$ cat src/rtl/rstctl_pkg.sv
package rstctl_pkg;

    localparam int REG_W    = 32;
    localparam int NUM_BITS = 6;
    localparam int NUM_OUTS = 7;
    localparam int FAN_BIT  = 4;   // state bit that drives two lines

    typedef enum logic [1:0] {
        ALIAS_LOAD = 2'd0,
        ALIAS_REL  = 2'd1,
        ALIAS_HOLD = 2'd2,
        ALIAS_NOP  = 2'd3
    } alias_e;

    typedef struct packed {
        logic   hit;
        alias_e kind;
    } dec_t;

    typedef logic [NUM_BITS-1:0] state_t;

    // Which state bit drives reset line idx.
    function automatic int out_src(int idx);
        if (idx < NUM_BITS - 1) return idx;
        if (idx == NUM_BITS - 1) return FAN_BIT;
        return NUM_BITS - 1;
    endfunction

    function automatic state_t next_state(alias_e kind, state_t cur, state_t wd);
        case (kind)
            ALIAS_LOAD: return wd;
            ALIAS_REL:  return cur | wd;
            ALIAS_HOLD: return cur & ~wd;
            default:    return cur;
        endcase
    endfunction

endpackage

$ cat src/rtl/rstctl_decode.sv
module rstctl_decode
    import rstctl_pkg::*;
#(
    parameter int          ADDR_W    = 32,
    parameter logic [31:0] BASE_ADDR = 32'h0000_8060
) (
    input  logic [ADDR_W-1:0] addr_i,
    output dec_t              dec_o
);
    localparam int WIN_LSB = 4;   // four 32-bit words

    logic [ADDR_W-1:0] base_c;
    assign base_c = BASE_ADDR[ADDR_W-1:0];

    always_comb begin
        dec_o.hit  = (addr_i[ADDR_W-1:WIN_LSB] == base_c[ADDR_W-1:WIN_LSB])
                     && (addr_i[1:0] == 2'b00);
        dec_o.kind = alias_e'(addr_i[3:2]);
    end
endmodule

$ cat src/rtl/rstctl_state.sv
module rstctl_state
    import rstctl_pkg::*;
(
    input  logic   clk,
    input  logic   rst,
    input  logic   wr_en_i,
    input  dec_t   dec_i,
    input  state_t wdata_i,
    output state_t state_o
);
    state_t state_q;
    logic   wr_hit;

    assign wr_hit = wr_en_i && dec_i.hit;

    always_ff @(posedge clk) begin
        if (rst)
            state_q <= '0;
        else if (wr_hit)
            state_q <= next_state(dec_i.kind, state_q, wdata_i);
    end

    assign state_o = state_q;


    assert_load_R2: assert property (@(posedge clk) disable iff (rst)
        (wr_hit && dec_i.kind == ALIAS_LOAD) |=> state_q == $past(wdata_i));

    assert_release_R3: assert property (@(posedge clk) disable iff (rst)
        (wr_hit && dec_i.kind == ALIAS_REL) |=>
            ((state_q & $past(wdata_i)) == $past(wdata_i)) &&
            ((state_q & ~$past(wdata_i)) == ($past(state_q) & ~$past(wdata_i))));

    assert_hold_R4: assert property (@(posedge clk) disable iff (rst)
        (wr_hit && dec_i.kind == ALIAS_HOLD) |=>
            ((state_q & $past(wdata_i)) == '0) &&
            ((state_q & ~$past(wdata_i)) == ($past(state_q) & ~$past(wdata_i))));

    assert_nop_R5: assert property (@(posedge clk) disable iff (rst)
        !(wr_hit && dec_i.kind != ALIAS_NOP) |=> $stable(state_q));
endmodule

$ cat src/rtl/rstctl_outs.sv
module rstctl_outs
    import rstctl_pkg::*;
(
    input  logic                clk,
    input  logic                rst,
    input  state_t              state_i,
    output logic [NUM_OUTS-1:0] rst_n_o
);
    logic [NUM_OUTS-1:0] rst_n_q;

    for (genvar g = 0; g < NUM_OUTS; g++) begin : g_line
        localparam int SRC = out_src(g);
        always_ff @(posedge clk) begin
            if (rst) rst_n_q[g] <= 1'b0;
            else     rst_n_q[g] <= state_i[SRC];
        end
    end

    assign rst_n_o = rst_n_q;

    // the two lines fed by the shared bit never disagree
    assert_fanout_R7: assert property (@(posedge clk) disable iff (rst)
        rst_n_q[FAN_BIT] == rst_n_q[NUM_BITS-1]);
    // one-edge lag behind the state
    assert_lag_R7: assert property (@(posedge clk) disable iff (rst)
        !$past(rst) |-> rst_n_q[NUM_OUTS-1] == $past(state_i[NUM_BITS-1]));
endmodule

$ cat src/rtl/rstctl_top.sv
module rstctl_top
    import rstctl_pkg::*;
#(
    parameter int          ADDR_W    = 32,
    parameter logic [31:0] BASE_ADDR = 32'h0000_8060
) (
    input  logic                clk,
    input  logic                rst,
    input  logic [ADDR_W-1:0]   addr_i,
    input  logic                wr_en_i,
    input  logic [REG_W-1:0]    wr_data_i,
    input  logic                rd_en_i,
    output logic [REG_W-1:0]    rd_data_o,
    output logic [NUM_OUTS-1:0] rst_n_o
);
    dec_t   dec;
    state_t state;
    logic   unused_hi;

    assign unused_hi = ^wr_data_i[REG_W-1:NUM_BITS];

    rstctl_decode #(.ADDR_W(ADDR_W), .BASE_ADDR(BASE_ADDR)) u_dec (
        .addr_i (addr_i),
        .dec_o  (dec)
    );

    rstctl_state u_state (
        .clk     (clk),
        .rst     (rst),
        .wr_en_i (wr_en_i),
        .dec_i   (dec),
        .wdata_i (wr_data_i[NUM_BITS-1:0]),
        .state_o (state)
    );

    rstctl_outs u_outs (
        .clk     (clk),
        .rst     (rst),
        .state_i (state),
        .rst_n_o (rst_n_o)
    );

    assign rd_data_o = (rd_en_i && dec.hit)
                       ? {{(REG_W-NUM_BITS){1'b0}}, state} : '0;


    assert_upper_zero_R6: assert property (@(posedge clk) disable iff (rst)
        rd_data_o[REG_W-1:NUM_BITS] == '0);

    assert_reset_lines_R1: assert property (@(posedge clk) disable iff (rst)
        $past(rst) |-> rst_n_o == '0);
endmodule

$ cat config.mk
export PLATFORM = sky130hd
export DESIGN_NAME = rstctl_top
export DESIGN_NICKNAME = d
export VERILOG_FILES = /design/src/rtl/rstctl_pkg.sv /design/src/rtl/rstctl_decode.sv /design/src/rtl/rstctl_state.sv /design/src/rtl/rstctl_outs.sv /design/src/rtl/rstctl_top.sv
export SDC_FILE = /design/constraint.sdc
export NUM_CORES = 1
export LEC_CHECK = 0
export ABC_AREA = 1
export CAP_MARGIN = 10
export CELL_PAD_IN_SITES_DETAIL_PLACEMENT = 2
export CELL_PAD_IN_SITES_GLOBAL_PLACEMENT = 2
export CORE_MARGIN = 3
export CORE_UTILIZATION = 28
export CTS_CLUSTER_DIAMETER = 150
export DETAILED_ROUTE_END_ITERATION = 6
export DONT_BUFFER_PORTS = 1
export PLACE_DENSITY_LB_ADDON = 0.1
export SYNTH_ARGS = -nofsm -noshare
export SYNTH_HDL_FRONTEND = slang
export SYNTH_SLANG_ARGS = --single-unit
$ cat constraint.sdc
create_clock -name clk -period 2.7 [get_ports clk]
set_input_delay 0.54 -clock clk [delete_from_list [all_inputs] [get_ports clk]]
set_output_delay 0.54 -clock clk [all_outputs]
set_load 0.005 [all_outputs]
### Word level (Yosys, flattened, before mapping)

Cells that the tools add are included.

| operators by class | value |
|---|---|
| equality and inequality tests | 3 |
| multiplexer cells | 2 |
| bitwise operators | 3 |
| reduce and logical (&&, ||, !) cells | 7 |

Operators by type and width:

| kind | number |
|---|---|
| $eq 28x12->1 const B | 1 |
| $pmux 6 s3 | 1 |
| $and 6x6->6 | 1 |
| $mux 6 | 1 |
| $not 6->6 | 1 |
| $or 6x6->6 | 1 |
| $logic_not 2->1 | 2 |
| $logic_and 1x1->1 | 3 |
| $reduce_bool 3->1 | 1 |
| $eq 2x1->1 const B | 1 |
| $eq 2x2->1 const B | 1 |
| $reduce_and 2->1 | 1 |

| word-level totals | value |
|---|---|
| register bits after elaboration | 12 |
| bits of input ports | 68 |
| output and inout bits | 39 |
| word-level logic and storage cells | 22 |

### Depth between registers and ports, before layout

| logic depth | value |
|---|---|
| word-level depth | 4 |
| depth in mapped cells | 10 |

### Modules after synthesis

Synthesis repeated with hierarchy kept, for this count alone.

| second synthesis, totals | value |
|---|---|
| cell total of the unflattened synthesis | 169 |
| area total of the unflattened synthesis | 1021.0 um2 |

By module, submodules not included:

| module | instances | cells each | area each (um2) | seq. area each (um2) |
|---|---|---|---|---|
| rstctl_state | 1 | 76 | 462.9 | 120.1 |
| rstctl_top | 1 | 40 | 250.2 | 0.0 |
| rstctl_outs | 1 | 19 | 172.7 | 120.1 |
| rstctl_decode | 1 | 34 | 135.1 | 0.0 |

### Worst setup path before layout

OpenSTA, ideal clock, no wires.

| timing | value |
|---|---|
| path kind | input to output |
| start | in addr_i[5] |
| end | out rd_data_o[0] |
| arrival time | 1.120 ns |
| required time | 2.160 ns |
| path slack | 1.040 ns |
| stages | 6 |
| path buffers | 0 |
| cell sequence | inv_1 -> nor2_1 -> nand3_1 -> nor2_1 -> nand3_1 -> nor2_1 |

| between the ends | value |
|---|---|
| longest elaborated chain between the ends | 4 |

Ends and longest elaborated chain:

| item | line | RTL |
|---|---|---|
| start: declaration | rstctl_top.sv:9 | `input logic [ADDR_W-1:0] addr_i,` |
| $eq 28x12->1 | rstctl_decode.sv:16 | `dec_o.hit = (addr_i[ADDR_W-1:WIN_LSB] == base_c[ADDR_W-1:WIN_LSB])` |
| $logic_and 1x1->1 | rstctl_decode.sv:17 | `&& (addr_i[1:0] == 2'b00);` |
| $logic_and 1x1->1 | rstctl_top.sv:43 | `assign rd_data_o = (rd_en_i && dec.hit)` |
| $mux 6 | rstctl_top.sv:44 | `? {{(REG_W-NUM_BITS){1'b0}}, state} : '0;` |
| end: declaration | rstctl_top.sv:13 | `output logic [REG_W-1:0] rd_data_o,` |

No other way between the ends.

### Worst setup path in the final report

| timing | value |
|---|---|
| start | in addr_i[5] |
| end | out rd_data_o[3] |

Same word-level chain as after synthesis.

==> impl_metrics.json <==
{
  "fill_cells": 441,
  "end_kind": "primary output",
  "cp_max_fo": 6,
  "start_util_pct": 29.57,
  "synthAdderAreaFrac_pct": 3.745,
  "post_cts_buffers": 0,
  "drive_above_1_share_pct": 2.439,
  "vias": 927,
  "crit_required_ns": 2.16,
  "rows": 21,
  "vias_per_cell": 4.414,
  "worstMarginPinSlew_ns": 0.8224,
  "ys_seq_elements": 12,
  "port_buffers": 0,
  "synth_top_family_by_area": "simple AND/OR/NAND/NOR gates",
  "globalplace.congestion": 0.6645,
  "yosysSeqAreaShare_pct": 23.97,
  "min_period_ns": 1.906,
  "ir_drop_mv": 0.07818,
  "cts-root-buf": "clkbuf_4",
  "dr.pass1.iters": 4,
  "grt.total_usage_pct": 11.01,
  "crit_arrival_ns": 1.37,
  "clock_path_buffers": 2,
  "finClkSkew_ns": 0.0001719,
  "numCtsBuffers": 3,
  "antenna_found_initial": 0,
  "postCtsHoldBufs": 0,
  "syn_to_final_growth_pct": -5.119,
  "pin_count": 107,
  "cts_max_level": 1,
  "cpMaxStageDelayCell": "nand3_1",
  "drv_slew": 0,
  "grt_first_pass_wirelength_um": 3753,
  "finalNonFillerCells": 210,
  "synth_mux_area_share_pct": 0,
  "power.density_nw_per_um2": 347.2,
  "tritoncts": "built",
  "crit_family": "simple AND/OR/NAND/NOR gates",
  "finalCritPeriodShare_pct": 70.60,
  "cp-start-kind": "input port",
  "drc": 0,
  "fmax_ghz": 0.5246,
  "die_h_um": 65.83,
  "hold_path.class": "input port to register",
  "final_antenna_net_count": 0,
  "netlist_area_um2": 1002,
  "post-dp-hpwl_um": 2331,
  "cp_num_buf_inv": 1,
  "max_slew_margin_pct": 44.97,
  "ctsResizeCount": 0,
  "max_stage_delay_ns": 0.21,
  "cts.sinks": 12,
  "fin_tns_setup_ns": 0,
  "place_inst": 207,
  "grt_start_max_net_pins": 13,
  "fin_nets": 237,
  "critPathKind": "input port to primary output",
  "clock_latency_ns": 0.26,
  "synth_compound_area_share_pct": 8.989,
  "max-cap-violations": 0,
  "avgSynthCellArea_um2": 6.074,
  "clkTransAtPathRegs_ns": 0.07,
  "drt_iter0_drc": 22,
  "netlist-cell-type-count": 14,
  "setup_viol": 0,
  "gr-total-overflow": 0,
  "yosysWarnings": 0,
  "crit_chain": "inv_1, nor2_1, nand3_1, nor2_1, nand3_1, nor2_1",
  "synth-xor-area-share_pct": 0,
  "p_total_w": 0.0003302,
  "dieWidth_um": 65.83,
  "wl_per_cell_um": 12.34,
  "die_area_um2": 4333,
  "core_area_um2": 3390,
  "rsz0062_at_grt": "false",
  "grt_pass1_vias": 865,
  "synth-simple-area-share_pct": 35.21,
  "synthCells": 165,
  "outcome": "completed",
  "timing.final.hold_violations": 0,
  "antenna_cells": 0,
  "cp_common_cell": "nor2_1",
  "p_leak_nw": 0.4084,
  "drt-total-wl_um": 2592
}
report_power, final:
group | total [W] | internal, W | switching (W)
clock | 0.000105 | 0.0000516 | 0.0000530
sequential | 0.000177 | 0.000177 | 0.0000000000000747
combinational | 0.0000487 | 0.0000145 | 0.0000342
Yosys cell counts:
cell type | number | area share, %
inv_1 | 14 | 5.2
nor2_2 | 1 | 0.62
nand2_1 | 15 | 5.6
buf_4 | 27 | 20
dfxtp_1 | 12 | 24
o21ai_0 | 12 | 6.0
nand3_1 | 8 | 4.0
ha_1 | 3 | 3.7
or2_1 | 1 | 0.62
conb_1 | 1 | 0.37
a21oi_1 | 6 | 3.0
nand4_1 | 3 | 1.9
nor2_1 | 60 | 22
buf_6 | 2 | 2.2
cell families after synthesis:
| logic type | count (synthesis) |
|---|---|
| simple gates | 88 |
| other cells | 1 |
| buf+inv | 43 |
| fa+ha+maj | 3 |
| compound gates | 18 |
| flops | 12 |
final timing paths:
check / endpoint / cells past startpoint / start / slack, ns
max: rd_data_o[3] / 6 / addr_i[5] / 0.79
min: u_outs.rst_n_o[3] / 1 / rst / 0.34
max reg2reg: u_state.state_o[0] / 6 / u_state.state_o[0] / 1.70
min reg2reg: u_state.state_o[1] / 2 / u_state.state_o[1] / 0.49
cell type report:
type                    count  area, um^2  area share [%]
clock buffers               3       22.52           2.368
inverters                  14       52.55           5.526
multi-input cells         135       578.1           60.79
flip-flops and latches     12       240.2           25.26
well taps                  46       57.56           6.053
registers in the layout, summed over array words and instances (netlist names):
register,count
u_state.state_o,6
u_outs.rst_n_o,6
cells in the final DEF (no fill, tap or decap):
cell	synthesis	final
nor2_2	1	1
inv_1	14	14
nand3_1	8	8
o21ai_0	12	12
nor2_1	60	60
nand2_1	15	15
nand4_1	3	3
ha_1	3	3
conb_1	1	26
or2_1	1	1
dfxtp_1	12	12
clkbuf_4	0	3
a21oi_1	6	6
per-stage QoR:
| stage | setup slack [ns] | area [um^2] | hold slack [ns] | util [%] |
|---|---|---|---|---|
| finish | 0.7937 | 950.9 | 0.3356 | 28.05 |
| global route | 0.6566 | 950.9 | 0.3258 | 28.05 |
| CTS | 0.7822 | 950.9 | 0.3315 | 28.05 |
| detailed placement | 0.7869 | 928.4 | 0.4793 | 27.39 |
| global placement | 0.8157 | 928.4 | 0.4620 | 27.39 |
| floorplan | 1.040 | 1096 | 0.4424 | - |
metal layers:
metal / vias to the layer above / global-route usage (%) / routed length (um)
met5: - / 0 / 0
met2: 54 / 18.77 / 1143
met3: 5 / 4.082 / 360
met4: 0 / 3.886 / 26
li1: 459 / - / -
met1: 409 / 12.47 / 1062
worst reg2reg max path, cell delays in order (launching register included):
cell     delay [ns]
dfxtp_1        0.31
inv_1          0.10
nor2_1         0.05
o21ai_0        0.19
nand3_1        0.11
nand2_1        0.10
nor2_1         0.04
(Power assumes the default switching activity.)
